**config.mk**
```make
export PLATFORM = sky130hd
export DESIGN_NAME = twowire_cmd_slave
export DESIGN_NICKNAME = d
export VERILOG_FILES = /design/src/rtl/tw_cmd_pkg.sv /design/src/rtl/tw_line_sync.sv /design/src/rtl/tw_bus_events.sv /design/src/rtl/tw_instr_decode.sv /design/src/rtl/twowire_cmd_slave.sv
export SDC_FILE = /design/constraint.sdc
export NUM_CORES = 1
export LEC_CHECK = 0
export ABC_AREA = 1
export CAP_MARGIN = 20
export CORE_AREA = 2 2 71 73
export CTS_BUF_LIST = sky130_fd_sc_hd__clkbuf_4 sky130_fd_sc_hd__clkbuf_8
export DETAILED_ROUTE_END_ITERATION = 8
export DIE_AREA = 0 0 73 75
export DONT_BUFFER_PORTS = 1
export GPL_ROUTABILITY_DRIVEN = 0
export PLACE_DENSITY = 0.76
export SYNTH_ARGS = -nofsm -noshare
export SYNTH_HDL_FRONTEND = slang
export SYNTH_HIERARCHICAL = 1
export SYNTH_SLANG_ARGS = --single-unit
```
**constraint.sdc**
```tcl
create_clock -name clk -period 1.8 [get_ports clk]
set_input_delay 0.09 -clock clk [delete_from_list [all_inputs] [get_ports clk]]
set_output_delay 0.09 -clock clk [all_outputs]
set_load 0.02 [all_outputs]
```
**src/rtl/tw_cmd_pkg.sv**
```systemverilog
package tw_cmd_pkg;

   typedef enum logic [2:0] {
      ST_IDLE,
      ST_RX,
      ST_RX_ACK,
      ST_TX,
      ST_TX_ACK
   } tw_state_e;

   typedef enum logic [1:0] {
      BY_ID,
      BY_INS,
      BY_DAT
   } tw_byte_e;

   localparam logic [3:0] OP_RD_WIPER = 4'b1001;
   localparam logic [3:0] OP_WR_WIPER = 4'b1010;
   localparam logic [3:0] OP_RD_DREG  = 4'b1011;
   localparam logic [3:0] OP_WR_DREG  = 4'b1100;

   typedef struct packed {
      logic [3:0] opcode;
      logic [1:0] regsel;
      logic       pot;
   } tw_cmd_t;

endpackage

```
**src/rtl/tw_line_sync.sv**
```systemverilog
module tw_line_sync #(
   parameter int               STAGES    = 2,
   parameter int               WIDTH     = 2,
   parameter logic [WIDTH-1:0] RESET_VAL = '1
) (
   input  logic             clk,
   input  logic             rst_n,
   input  logic [WIDTH-1:0] d_i,
   output logic [WIDTH-1:0] q_o
);

   generate
      if (STAGES < 2) begin : g_bad_stages
         $error("tw_line_sync needs at least two stages");
      end
      if (WIDTH < 1) begin : g_bad_width
         $error("tw_line_sync needs a positive width");
      end
   endgenerate

   logic [STAGES-1:0][WIDTH-1:0] chain_q;

   always_ff @(posedge clk or negedge rst_n) begin
      if (!rst_n) begin
         chain_q <= {STAGES{RESET_VAL}};
      end else begin
         chain_q <= {chain_q[STAGES-2:0], d_i};
      end
   end

   assign q_o = chain_q[STAGES-1];

endmodule

```
**src/rtl/tw_bus_events.sv**
```systemverilog
module tw_bus_events (
   input  logic clk,
   input  logic rst_n,
   input  logic scl_s,
   input  logic sda_s,
   output logic scl_rise_o,
   output logic scl_fall_o,
   output logic start_o,
   output logic stop_o
);

   logic scl_q, sda_q;

   always_ff @(posedge clk or negedge rst_n) begin
      if (!rst_n) begin
         scl_q <= 1'b1;
         sda_q <= 1'b1;
      end else begin
         scl_q <= scl_s;
         sda_q <= sda_s;
      end
   end

   assign scl_rise_o = scl_s & ~scl_q;
   assign scl_fall_o = ~scl_s & scl_q;
   assign start_o    = scl_s & scl_q & sda_q & ~sda_s;
   assign stop_o     = scl_s & scl_q & ~sda_q & sda_s;

endmodule

```
**src/rtl/tw_instr_decode.sv**
```systemverilog
module tw_instr_decode
   import tw_cmd_pkg::*;
#(
   parameter int DATA_W = 8
) (
   input  logic [DATA_W-1:0] byte_i,
   output tw_cmd_t           cmd_o,
   output logic              is_read_o,
   output logic              needs_data_o
);

   generate
      if (DATA_W != 8) begin : g_bad_width
         $error("instruction byte layout needs eight bits");
      end
   endgenerate

   always_comb begin
      cmd_o.opcode = byte_i[7:4];
      cmd_o.regsel = byte_i[3:2];
      cmd_o.pot    = byte_i[0];
      is_read_o    = 1'b0;
      needs_data_o = 1'b0;
      case (byte_i[7:4])
         OP_RD_WIPER, OP_RD_DREG: is_read_o    = 1'b1;
         OP_WR_WIPER, OP_WR_DREG: needs_data_o = 1'b1;
         default: ;
      endcase
   end

endmodule

```
**src/rtl/twowire_cmd_slave.sv**
```systemverilog
module twowire_cmd_slave
   import tw_cmd_pkg::*;
#(
   parameter int         SYNC_STAGES = 2,
   parameter logic [3:0] DEV_TYPE    = 4'b0101,
   parameter int         DATA_W      = 8
) (
   input  logic              clk,
   input  logic              rst_n,
   input  logic              scl_i,
   input  logic              sda_i,
   input  logic [3:0]        addr_pins_i,
   input  logic              eng_busy_i,
   input  logic [DATA_W-1:0] rd_data_i,
   output logic              sda_pull_o,
   output logic              cmd_valid_o,
   output logic [3:0]        cmd_opcode_o,
   output logic [1:0]        cmd_regsel_o,
   output logic              cmd_pot_o,
   output logic [DATA_W-1:0] cmd_data_o,
   output logic              bus_stop_o
);

   localparam int               CNT_W    = $clog2(DATA_W);
   localparam logic [CNT_W-1:0] LAST_BIT = CNT_W'(DATA_W - 1);

   generate
      if (DATA_W != 8) begin : g_bad_width
         $error("twowire_cmd_slave carries eight-bit bytes only");
      end
   endgenerate

   logic scl_s, sda_s;
   logic scl_rise, scl_fall, start_ev, stop_ev;

   tw_line_sync #(
      .STAGES   (SYNC_STAGES),
      .WIDTH    (2),
      .RESET_VAL(2'b11)
   ) u_sync (
      .clk  (clk),
      .rst_n(rst_n),
      .d_i  ({scl_i, sda_i}),
      .q_o  ({scl_s, sda_s})
   );

   tw_bus_events u_events (
      .clk       (clk),
      .rst_n     (rst_n),
      .scl_s     (scl_s),
      .sda_s     (sda_s),
      .scl_rise_o(scl_rise),
      .scl_fall_o(scl_fall),
      .start_o   (start_ev),
      .stop_o    (stop_ev)
   );

   tw_state_e         st;
   tw_byte_e          stage;
   logic [CNT_W-1:0]  cnt;
   logic [DATA_W-1:0] shreg, txsh, data_q;
   logic              byte_full, ack_ok, is_read_q, needs_data_q;
   logic              pull_q, valid_q, stop_q;
   tw_cmd_t           cmd_q;

   logic [DATA_W-1:0] full_byte;
   tw_cmd_t           dec_cmd;
   logic              dec_read, dec_data, addr_hit;

   assign full_byte = {shreg[DATA_W-2:0], sda_s};
   assign addr_hit  = (full_byte[7:4] == DEV_TYPE) && (full_byte[3:0] == addr_pins_i);

   tw_instr_decode #(.DATA_W(DATA_W)) u_decode (
      .byte_i      (full_byte),
      .cmd_o       (dec_cmd),
      .is_read_o   (dec_read),
      .needs_data_o(dec_data)
   );

   always_ff @(posedge clk or negedge rst_n) begin
      if (!rst_n) begin
         st           <= ST_IDLE;
         stage        <= BY_ID;
         cnt          <= '0;
         shreg        <= '0;
         txsh         <= '0;
         data_q       <= '0;
         byte_full    <= 1'b0;
         ack_ok       <= 1'b0;
         is_read_q    <= 1'b0;
         needs_data_q <= 1'b0;
         pull_q       <= 1'b0;
         valid_q      <= 1'b0;
         stop_q       <= 1'b0;
         cmd_q        <= '0;
      end else begin
         valid_q <= 1'b0;
         stop_q  <= 1'b0;
         if (start_ev) begin
            st        <= ST_RX;
            stage     <= BY_ID;
            cnt       <= '0;
            byte_full <= 1'b0;
            ack_ok    <= 1'b0;
            pull_q    <= 1'b0;
         end else if (stop_ev) begin
            st        <= ST_IDLE;
            byte_full <= 1'b0;
            pull_q    <= 1'b0;
            stop_q    <= 1'b1;
         end else begin
            case (st)
               ST_RX: begin
                  if (scl_rise && !byte_full) begin
                     shreg <= full_byte;
                     if (cnt == LAST_BIT) begin
                        cnt       <= '0;
                        byte_full <= 1'b1;
                        case (stage)
                           BY_ID: ack_ok <= addr_hit && !eng_busy_i;
                           BY_INS: begin
                              ack_ok       <= 1'b1;
                              cmd_q        <= dec_cmd;
                              is_read_q    <= dec_read;
                              needs_data_q <= dec_data;
                              valid_q      <= !dec_data;
                           end
                           default: begin
                              ack_ok  <= 1'b1;
                              data_q  <= full_byte;
                              valid_q <= 1'b1;
                           end
                        endcase
                     end else begin
                        cnt <= cnt + 1'b1;
                     end
                  end else if (scl_fall && byte_full) begin
                     byte_full <= 1'b0;
                     if (ack_ok) begin
                        st     <= ST_RX_ACK;
                        pull_q <= 1'b1;
                     end else begin
                        st <= ST_IDLE;
                     end
                  end
               end
               ST_RX_ACK: begin
                  if (scl_fall) begin
                     pull_q <= 1'b0;
                     case (stage)
                        BY_ID: begin
                           stage <= BY_INS;
                           st    <= ST_RX;
                        end
                        BY_INS: begin
                           if (is_read_q) begin
                              txsh   <= rd_data_i;
                              pull_q <= ~rd_data_i[DATA_W-1];
                              cnt    <= '0;
                              st     <= ST_TX;
                           end else if (needs_data_q) begin
                              stage <= BY_DAT;
                              st    <= ST_RX;
                           end else begin
                              st <= ST_IDLE;
                           end
                        end
                        default: st <= ST_IDLE;
                     endcase
                  end
               end
               ST_TX: begin
                  if (scl_fall) begin
                     if (cnt == LAST_BIT) begin
                        cnt    <= '0;
                        pull_q <= 1'b0;
                        st     <= ST_TX_ACK;
                     end else begin
                        cnt    <= cnt + 1'b1;
                        txsh   <= {txsh[DATA_W-2:0], 1'b0};
                        pull_q <= ~txsh[DATA_W-2];
                     end
                  end
               end
               ST_TX_ACK: begin
                  if (scl_rise) st <= ST_IDLE;
               end
               default: ;
            endcase
         end
      end
   end

   assign sda_pull_o   = pull_q;
   assign cmd_valid_o  = valid_q;
   assign cmd_opcode_o = cmd_q.opcode;
   assign cmd_regsel_o = cmd_q.regsel;
   assign cmd_pot_o    = cmd_q.pot;
   assign cmd_data_o   = data_q;
   assign bus_stop_o   = stop_q;


   pull_scl_low_chk: assert property (@(posedge clk) disable iff (!rst_n)
      !$stable(sda_pull_o) |-> !scl_s);


   restart_chk: assert property (@(posedge clk) disable iff (!rst_n)
      start_ev |=> (st == ST_RX && stage == BY_ID && cnt == '0 && !sda_pull_o));


   stop_idle_chk: assert property (@(posedge clk) disable iff (!rst_n)
      stop_ev |=> (st == ST_IDLE && bus_stop_o && !sda_pull_o));


   busy_nack_chk: assert property (@(posedge clk) disable iff (!rst_n)
      (st == ST_RX && stage == BY_ID && !byte_full && scl_rise && cnt == LAST_BIT
       && eng_busy_i) |=> !ack_ok);


   cmd_pulse_chk: assert property (@(posedge clk) disable iff (!rst_n)
      cmd_valid_o |=> !cmd_valid_o);


   tx_release_chk: assert property (@(posedge clk) disable iff (!rst_n)
      (st == ST_TX_ACK) |-> !sda_pull_o);

endmodule

```
* Yosys cells after proc, flatten, opt, wreduce, memory -nomap -nowiden
Cells that the tools add are included.
** Storage, ports and cells
- Input port bits :: 17
- Word-level logic and storage cells :: 171
- Register bits :: 50
** Cells by class
- Add/sub/neg operators :: 1
- Eq/ne operators :: 33
- Mux-type cells :: 68
- Reductions and logical operators :: 33
- Bitwise logic cells :: 16
** Operators with widths (count)
- $mux 3 :: 16
- $mux 7 :: 5
- $mux 1 :: 32
- $ne 4x4->1 const B :: 7
- $reduce_and 6->1 :: 4
- $ne 3x3->1 const B :: 7
- $eq 4x4->1 const B :: 4
- $mux 2 :: 8
- $pmux 7 s2 :: 1
- $reduce_and 7->1 :: 2
- $ne 2x2->1 const B :: 6
- $pmux 3 s4 :: 1
- $reduce_bool 2->1 :: 6
- $not 1->1 :: 9
- $pmux 3 s3 :: 1
- $pmux 2 s2 :: 2
- $reduce_and 4->1 :: 2
- $reduce_and 8->1 :: 1
- $reduce_bool 4->1 :: 2
- $and 1x1->1 :: 7
- $eq 3x2->1 const B :: 2
- $eq 3x3->1 const B :: 2
- $reduce_bool 3->1 :: 2
- $reduce_bool 6->1 :: 1
- other kinds (14) :: 21

* Depth between registers and ports, before layout
Gate-level depths: netlist (run 1).
- Word-level depth :: 10
- Mapped depth :: 13
- Depth with buffers taken out :: 11

* By module
The synthesis (run 1) kept the hierarchy.
** By module, submodules not included
- twowire_cmd_slave :: area an instance 2416.1 µm², instances 1, sequential area each 1101.1 µm², cells each 313
- tw_line_sync :: area an instance 120.1 µm², instances 1, sequential area each 105.1 µm², cells each 6
- tw_bus_events :: area an instance 93.8 µm², instances 1, sequential area each 52.6 µm², cells each 13
- tw_instr_decode :: area an instance 92.6 µm², instances 1, sequential area each 0.0 µm², cells each 17

* Worst setup path after synthesis (run 1)
Ideal clock, no wire load.
- Kind :: register to register
- From :: reg u_sync.chain_q (netlist bit u_sync/q_o[1])
- To :: reg cnt[0]
- Clock period less this slack :: 1.835 ns
- Path slack :: -0.035 ns
- Arrival time :: 1.718 ns
- Cell stages (with the launch flop) :: 11
- Data required time :: 1.683 ns
- Path through :: dfstp_2 -> buf_4 -> nand2_1 -> nor2_1 -> inv_1 -> o21ai_0 -> nor2_1 -> nor2_1 -> nand3_1 -> nand2_1 -> nand2_1
** On the way
- Cells in the longest elaborated chain, start to end :: 5
- Elaborated cells on any way between the ends :: 18
- Classes of those cells :: 6 x eq/ne; 1 x mux; 8 x bitwise; 3 x reduce/logical
** RTL lines
- start, declared :: line tw_line_sync.sv:21 : logic [STAGES-1:0][WIDTH-1:0] chain_q;
- start signal, assigned :: line tw_line_sync.sv:25 : chain_q <= {STAGES{RESET_VAL}};
- start signal, assigned :: line tw_line_sync.sv:27 : chain_q <= {chain_q[STAGES-2:0], d_i};
- $and 1x1->1 (*) (3 in series) :: line tw_bus_events.sv:26 : assign start_o = scl_s & scl_q & sda_q & ~sda_s;
- via start_ev :: line twowire_cmd_slave.sv:34 : logic scl_rise, scl_fall, start_ev, stop_ev;
- $ne 3x3->1 (no source line), or another cell as far along
- $reduce_and 7->1 (no source line)
- end signal, assigned :: line twowire_cmd_slave.sv:135 : cnt <= cnt + 1'b1;
- end signal, assigned :: line twowire_cmd_slave.sv:179 : cnt <= cnt + 1'b1;
- end, declared :: line twowire_cmd_slave.sv:60 : logic [CNT_W-1:0] cnt;
Mark *: on every way through the listed nets, which the timed path passes. The rest lies on a longest branch.
A chain may end at the register's enable or synchronous reset.

* Worst setup path after layout (run 1)
- From :: reg u_events.sda_q
- To :: reg data_q[7] (netlist: cmd_data_o[7])
** On the way
- Cells in the longest elaborated chain, start to end :: 5
- Elaborated cells on any way between the ends :: 8
- Classes of those cells :: 7 x bitwise; 1 x reduce/logical
** RTL lines
- start, declared :: line tw_bus_events.sv:12 : logic scl_q, sda_q;
- start signal, assigned :: line tw_bus_events.sv:20 : sda_q <= sda_s;
- $not 1->1 :: line tw_bus_events.sv:27 : assign stop_o = scl_s & scl_q & ~sda_q & sda_s;
- $and 1x1->1 (2 in series) :: line tw_bus_events.sv:27
- via stop_ev :: line twowire_cmd_slave.sv:34
- $not 1->1 (no source line)
- $reduce_and 6->1 (no source line)
- end signal, assigned :: line twowire_cmd_slave.sv:130 : data_q <= full_byte;
- end, declared :: line twowire_cmd_slave.sv:61 : logic [DATA_W-1:0] shreg, txsh, data_q;
The timed path passes the listed nets, and every way through them passes these cells.

==> implementation parameters, run 1 <==
Parameter                              Value

Finish
  Number of inserted diodes ... 0
  Synth-to-layout area growth ... 10.6%
  Count of nets after finishing ... 379
  Final Instance Count excl. Fillers ... 414
  Final core utilization ... 64.6%
  Area of all placed cells without fillers ... 3010 um^2
  Proportion of layout cells with a drive suffix above 1 ... 21.9%

Synthesis
  Share of the yosys chip area belonging to registers ... 46.2%
  Syn Nets ... 369
  Yosys warns ... 6
  Top cell type's share of synthesized area ... 40.4%
  Mean cell area of the mapped netlist ... 7.80 um^2
  Distinct cell type count after synthesis ... 28
  Number of flip-flops and latches in the synthesized netlist ... 50
  Largest cells by area after synthesis ... dfrtp_1, nand2_1, inv_1, dfstp_2, o21ai_2
  Synthesized area ... 2720 um^2
  Cells after Synth ... 349
  Post-synth top area cell ... dfrtp_1

Pwr
  Switching fraction of total power ... 41.7%
  Sequential fraction of design power ... 43.5%
  Leakage power summed over all cells ... 1.49 nW
  Part of the total power dissipated in the clock network ... 19.1%
  Pwr/cell area ... 1220 nW/um^2
  Relative contribution of combinational cells to total power ... 37.4%
  Sw Pwr ... 1.53 mW
  Design internal power ... 2.14 mW
  VDD IR max ... 0.723 mV
  Post-layout power ... 3.67 mW

CTS
  Maximum clock insertion buffer count ... 2
  Cell at the root of the clock tree ... clkbuf_8
  H-tree depth ... 2
  Clk slew on worst S/H paths ... 0.09 ns
  CTS Sinks ... 50
  Number of CTS-inserted buffers ... 5
  Insertion delay to the later sink of the worst-skew pair ... 0.30 ns
  TritonCTS clock tree ... done

Detailed routing
  Detail-routed via count per cell ... 5.33
  Number of nets with antenna violations after detailed routing ... 0
  Iteration-0 DRC count of the detailed router ... 133
  Mean routed wirelength per cell ... 13.4 um
  Total via count in the routed design ... 2208
  DRC Markers ... 0
  Total detailed-routing wirelength ... 5.55 mm
  1st-pass router iterations ... 4

Run
  # Max-Cap Violations ... 0

STA
  Max Fclk ... 0.580 GHz
  Worst hold-check slack ... 0.0101 ns
  Transition time of the tightest slew-check pin ... 0.404 ns
  Unrepaired setup endpoints after global routing ... yes
  Setup Total Neg Slack ... 0 ns
  Ratio of final minimum period to clock period ... 95.8%
  Min setup slack post-route ... 0.0762 ns
  Minimum clock period after layout ... 1.72 ns
  Skew final ... 0.00356 ns
  # setup viols final ... 0
  Final count of pins violating max slew ... 0
  Final count of hold timing violations ... 0
  Worst relative slew slack ... 73.0%

Worst setup path
  Required time of the worst setup path ... 2.00 ns
  CP max-delay cell ... dfstp_2
  Setup CP Type ... reg -> reg
  Worst Path Buf+Inv ... 4
  Largest fanout of any net on the critical path ... 8
  Worst R2R Start ... u_events/sda_q$_DFF_PN1_
  Length in cells of the worst reg-to-reg path ... 12
  Kind of cell adding the most delay to the critical path ... simple AND/OR/NAND/NOR gates
  Arrival time at the worst endpoint ... 1.93 ns
  CP endpoint kind ... flip-flop
  Reg2Reg Setup Slack ... 0.08 ns
  Endpoint of the worst-slack reg-to-reg timing path ... cmd_data_o[7]$_DFFE_PN0P_
  Crit start category ... flip-flop
  Most numerous cell on the critical path ... nor2_4
  Max incr delay on CP ... 0.54 ns
  Critical Path, Cell by Cell ... inv_1 -> nand2_1 -> nor2_1 -> buf_4 -> nor2_4 -> inv_2 -> nor2_4 -> nand2_4 -> inv_6 -> nand3_4 -> nand2_2 -> o21ai_2

Hold path
  Min-Delay Path Depth ... 4
  Origin of the worst min-delay path ... rd_data_i[5]
  Terminating pin of the worst hold path ... txsh[5]$_DFFE_PN0P_
  Path class of the lowest-slack min-delay path ... in -> reg

Die
  IO Count ... 35
  Number of standard-cell rows in the floorplan ... 25
  Die outline height ... 75 um
  DIE AREA ... 5480 um^2
  Width of the chip ... 73 um
  Core Box Area ... 4660 um^2
  Initial core utilization ... 58.4%

Global route
  Number of antenna violations at the first check in global routing ... 0
  Overflow after GRT ... 0
  Wire length of the first global-routing pass ... 8.94 mm
  Vias in the first global route ... 1990
  Global Route Usage Sum ... 21.3%
  Largest net degree at the start of global routing ... 51

Outcome
  Run status ... complete, no violations

Placement
  Count of placed standard cells including taps ... 397
  Port Buf Inserts ... 0
  Post-DP Area ... 2750 um^2
  HPWL Detailed ... 3.72 mm
  DP Worst Slack ... -0.110 ns
==> worst max path at each step <==
stage	startpoint	endpoint	cells after the start
after CTS	u_sync/q_o[1]$_DFF_PN1_	cnt[2]$_DFFE_PN0P_	9
final	u_events/sda_q$_DFF_PN1_	cmd_data_o[7]$_DFFE_PN0P_	12
after floorplan	u_sync/q_o[1]$_DFF_PN1_	cnt[0]$_DFFE_PN0P_	10
after global placement	u_sync/q_o[1]$_DFF_PN1_	cnt[2]$_DFFE_PN0P_	9
after detailed placement	u_sync/q_o[1]$_DFF_PN1_	cnt[2]$_DFFE_PN0P_	9
after global routing	u_events/sda_q$_DFF_PN1_	cmd_data_o[7]$_DFFE_PN0P_	12
==> flip-flops by register name, summed over array words and instances, names as in the netlist, 2 cells and up <==
signal,flops
cmd_data_o,8
cnt,3
stage,2
cmd_opcode_o,4
st,3
shreg,7
cmd_regsel_o,2
u_sync/chain_q,2
u_sync/q_o,2
txsh,7
==> worst reg2reg max path, cell delays in order (launching register included) <==
cell	delay, ns
dfstp_2	0.54
inv_1	0.04
nand2_1	0.05
nor2_1	0.04
buf_4	0.14
nor2_4	0.12
inv_2	0.08
nor2_4	0.11
nand2_4	0.07
inv_6	0.10
nand3_4	0.16
nand2_2	0.12
o21ai_2	0.06
==> cell usage after synthesis <==
library cell and count:
buf_4 10, o21ai_0 21, o21ai_1 1, a21oi_1 5
clkbuf_1 1, nand2_2 2, nor2_4 4, dfrtp_1 44
nor2_2 2, o21ai_2 18, buf_2 1, nand3_1 18
nand2_4 2, inv_4 1, nand3_2 1, nand3b_1 1
nor3b_1 1, o21a_1 1, nor3_1 2, dfstp_2 6
inv_1 45, nand4_1 4, nor2_1 26, nand3_4 2
ha_1 3, buf_6 2, inv_2 4, nand2_1 121
==> final cells by class <==
cell class / instances / area (um^2)
fill: 383 / 1650
sequential: 50 / 1260
multi-input combinational: 237 / 1250
inverter: 50 / 193
timing repair buffer: 15 / 145
clock buffer: 6 / 82.6
tap: 54 / 67.6
clock inverter: 2 / 16.3
==> routing by layer <==
layer  routed length, um  global-route usage [%]  part of all wire, %  vias to the layer above
met1                2640                    29.1                   48                     1052
met4                  60                    7.20                  1.1                        0
li1                    -                       -                    -                     1101
met5                   0                       0                    0                        -
met2                2590                    33.2                   47                       51
met3                 266                    5.35                  4.8                        4
==> cell families (layout without fill, tap and decap cells) <==
| group | Yosys count | count (layout) | synth area share (%) |
|---|---|---|---|
| and+or+nand+nor | 186 | 188 | 30.5 |
| DFF | 50 | 50 | 46.2 |
| AOI/OAI and AO/OA | 46 | 46 | 11.0 |
| buffers and inverters | 64 | 73 | 10.9 |
| adders and majority gates | 3 | 3 | 1.38 |
==> cell usage in the layout, fill, tap and decap left out, types with 3 or more instances in the layout <==
cell type      netlist  layout
buf_4               10       9
nor2_2               2       4
clkbuf_8             0       6
nand4_1              4       4
nand2_1            121     110
nor2_1              26      23
dlygate4sd3_1        0       5
nand2_2              2      13
nand3_4              2       4
dfrtp_1             44      44
ha_1                 3       3
nand3_1             18      17
nor2_4               4       5
o21ai_2             18      18
dfstp_2              6       6
inv_2                4       6
inv_1               45      43
o21ai_0             21      21
a21oi_1              5       5
==> power groups by stage <==
stage | logic, mW | clock network (mW) | registers, mW
detailed placement | 1.25 | 0 | 1.60
finish | 1.37 | 0.700 | 1.60
global route | 1.57 | 0.759 | 1.63
floorplan | 1.07 | 0 | 1.51
CTS | 1.31 | 0.718 | 1.58
global placement | 1.22 | 0 | 1.60
==> timing repair <==
item | CTS | global route
setup buffers | 0 | 1
setup endpoints to repair | 3 | 28
hold buffers | 6 | 0
pin swaps | 0 | 0
resized for setup | 2 | 18
endpoints found under the hold margin | 54 | 0
gates cloned | 0 | 2
Power figures use the tool's default switching activity.
==> inputs of run 2 (changes only) <==
--- a/config.mk
+++ b/config.mk
@@ -7,13 +7,12 @@
 export LEC_CHECK = 0
 export ABC_AREA = 1
 export CAP_MARGIN = 20
-export CORE_AREA = 2 2 71 73
+export CORE_AREA = 2 2 86 88
 export CTS_BUF_LIST = sky130_fd_sc_hd__clkbuf_4 sky130_fd_sc_hd__clkbuf_8
 export DETAILED_ROUTE_END_ITERATION = 8
-export DIE_AREA = 0 0 73 75
+export DIE_AREA = 0 0 88 90
 export DONT_BUFFER_PORTS = 1
 export GPL_ROUTABILITY_DRIVEN = 0
-export PLACE_DENSITY = 0.76
 export SYNTH_ARGS = -nofsm -noshare
 export SYNTH_HDL_FRONTEND = slang
 export SYNTH_HIERARCHICAL = 1
==> run 2 against run 1 <==
Net effect:
- combinational power decreased by 6%
- cell count increased by 11%
- clock skew increased by 0.0046 ns
- sequential share of layout area unchanged
- critical path depth decreased by 1
- flip-flop and latch count unchanged
- utilization decreased by 22 points
- register-to-register slack got worse by 0.02 ns
- worst setup slack got worse by 0.020 ns
- routed wire length decreased by 3.1%
- hold slack improved by 0.0038 ns
- critical endpoint is now cmd_opcode_o[1]$_DFFE_PN0P_
- highest routed layer unchanged
==> implementation parameters, run 2 (same netlist as run 1, synthesis figures left out) <==
Parameter                              Value

CTS
  CTS Sinks ... 50
  TritonCTS clock tree ... done
  Cell at the root of the clock tree ... clkbuf_8
  H-tree depth ... 2
  Number of CTS-inserted buffers ... 5
  Clk slew on worst S/H paths ... 0.10 ns
  Maximum clock insertion buffer count ... 2
  Insertion delay to the later sink of the worst-skew pair ... 0.31 ns

STA
  Final count of hold timing violations ... 0
  Max Fclk ... 0.574 GHz
  # setup viols final ... 0
  Skew final ... 0.00815 ns
  Min setup slack post-route ... 0.0566 ns
  Ratio of final minimum period to clock period ... 96.9%
  Transition time of the tightest slew-check pin ... 0.316 ns
  Final count of pins violating max slew ... 0
  Worst relative slew slack ... 78.7%
  Unrepaired setup endpoints after global routing ... yes
  Setup Total Neg Slack ... 0 ns
  Minimum clock period after layout ... 1.74 ns

Pwr
  Leakage power summed over all cells ... 1.50 nW
  Pwr/cell area ... 1190 nW/um^2
  VDD IR max ... 0.680 mV

Finish
  Synth-to-layout area growth ... 10.6%
  Most frequent standard cell in the layout excluding fill and tap cells ... nand2_1
  Layout fillers ... 723
  Count of nets after finishing ... 378
  Proportion of layout cells with a drive suffix above 1 ... 18.4%
  Number of flip-flops in the largest register ... 8
  Number of inserted diodes ... 0
  Highest-count cells in the layout ignoring fill and taps ... nand2_1, inv_1, dfrtp_1

Hold path
  Path class of the lowest-slack min-delay path ... in -> reg

Detailed routing
  Iteration-0 DRC count of the detailed router ... 123
  Detail-routed via count per cell ... 4.55
  Total detailed-routing wirelength ... 5.38 mm
  Mean routed wirelength per cell ... 11.8 um
  Total via count in the routed design ... 2086
  DRC Markers ... 0
  Number of nets with antenna violations after detailed routing ... 0
  1st-pass router iterations ... 4

Placement
  DP Worst Slack ... 0.0461 ns
  HPWL Detailed ... 3.93 mm
  Port Buf Inserts ... 0

Global route
  Vias in the first global route ... 1944
  Overflow after GRT ... 0
  Largest net degree at the start of global routing ... 51
  Global Route Usage Sum ... 14.8%
  Number of antenna violations at the first check in global routing ... 0
  Wire length of the first global-routing pass ... 9.27 mm

Worst setup path
  Setup CP Type ... reg -> reg
  Arrival time at the worst endpoint ... 1.95 ns
  Critical Path, Cell by Cell ... inv_1 -> nand2_1 -> nor2_4 -> nor2_4 -> inv_2 -> nor2_4 -> nand2_4 -> inv_4 -> nand3_4 -> nand2_1 -> o21ai_2
  Crit start category ... flip-flop
  Most numerous cell on the critical path ... nor2_4
  Max incr delay on CP ... 0.57 ns
  CP endpoint kind ... flip-flop
  Required time of the worst setup path ... 2.01 ns
  Largest fanout of any net on the critical path ... 18
  CP max-delay cell ... dfstp_2

Run
  # Max-Cap Violations ... 0

Die
  IO Count ... 35
  Width of the chip ... 88 um
  Core Box Area ... 7020 um^2
  Initial core utilization ... 38.8%
  DIE AREA ... 7920 um^2
  Die outline height ... 90 um
  Number of standard-cell rows in the floorplan ... 31

Outcome
  Run status ... complete, no violations
==> run 2: layout make-up <==
cell class | instances | area (um^2) | share of cell area [%]
clock buffers | 5 | 68.8 | 2.29
well taps | 99 | 124 | 4.11
flip-flops and latches | 50 | 1260 | 41.8
multi-input cells | 235 | 1190 | 39.4
repair buffers | 16 | 153 | 5.07
inverters | 50 | 190 | 6.32
clock inverters | 3 | 28.8 | 0.956
==> run 2: final timing paths <==
path | startpoint | end | slack (ns) | depth (start not counted)
setup / recovery | u_sync/q_o[0]$_DFF_PN1_ | cmd_opcode_o[1]$_DFFE_PN0P_ | 0.06 | 11
hold reg to reg | u_sync/chain_q[1]$_DFF_PN1_ | u_sync/q_o[1]$_DFF_PN1_ | 0.36 | 0
max in group asynchronous | rst_n | u_sync/chain_q[1]$_DFF_PN1_ | 1.25 | 2
hold / removal | rd_data_i[1] | txsh[1]$_DFFE_PN0P_ | 0.01 | 4
setup reg to reg | u_sync/q_o[0]$_DFF_PN1_ | cmd_opcode_o[1]$_DFFE_PN0P_ | 0.06 | 11
min in group asynchronous | rst_n | cmd_data_o[5]$_DFFE_PN0P_ | 0.27 | 2
==> run 2: critical path: cells and delay by family, from the launching register on <==
kind,cells,cell delay (ns)
AOI/OAI and AO/OA,1,0.06
DFF,1,0.57
buffers and inverters,3,0.19
and+or+nand+nor,7,0.82
==> run 2: per-stage QoR <==
step | instance area, um^2 | std cells | power (mW) | utilization [%] | hold slack, ns
floorplan | 2730 | 349 | 2.58 | - | -0.206
global placement | 2800 | 442 | 2.83 | 39.9 | -0.204
detailed placement | 2800 | 442 | 2.86 | 39.9 | -0.204
CTS | 2980 | 456 | 3.61 | 42.4 | 0.00331
global route | 3010 | 458 | 3.91 | 42.9 | 0.0213
finish | 3010 | 458 | 3.58 | 42.9 | 0.0139
==> run 2: report_power, final <==
group | total [mW] | switching (mW) | internal [mW]
logic | 1.29 | 0.835 | 0.457
registers | 1.58 | 0.230 | 1.35
clock network | 0.707 | 0.416 | 0.291
total | 3.58 | 1.48 | 2.10
==> run 2: metal layers <==
layer / up-vias / track usage (%) / wire length, um
met4: 0 / 5.00 / 74
met3: 6 / 3.12 / 213
met1: 958 / 20.4 / 2540
met5: - / 0 / 0
met2: 31 / 22.9 / 2550
li1: 1091 / - / -
==> run 2: timing repair <==
action,in CTS,in global routing
buffers inserted,0,2
hold buffers,6,0
endpoints found under the hold margin,54,0
endpoints found under the setup margin,0,34
gates resized for setup,0,6
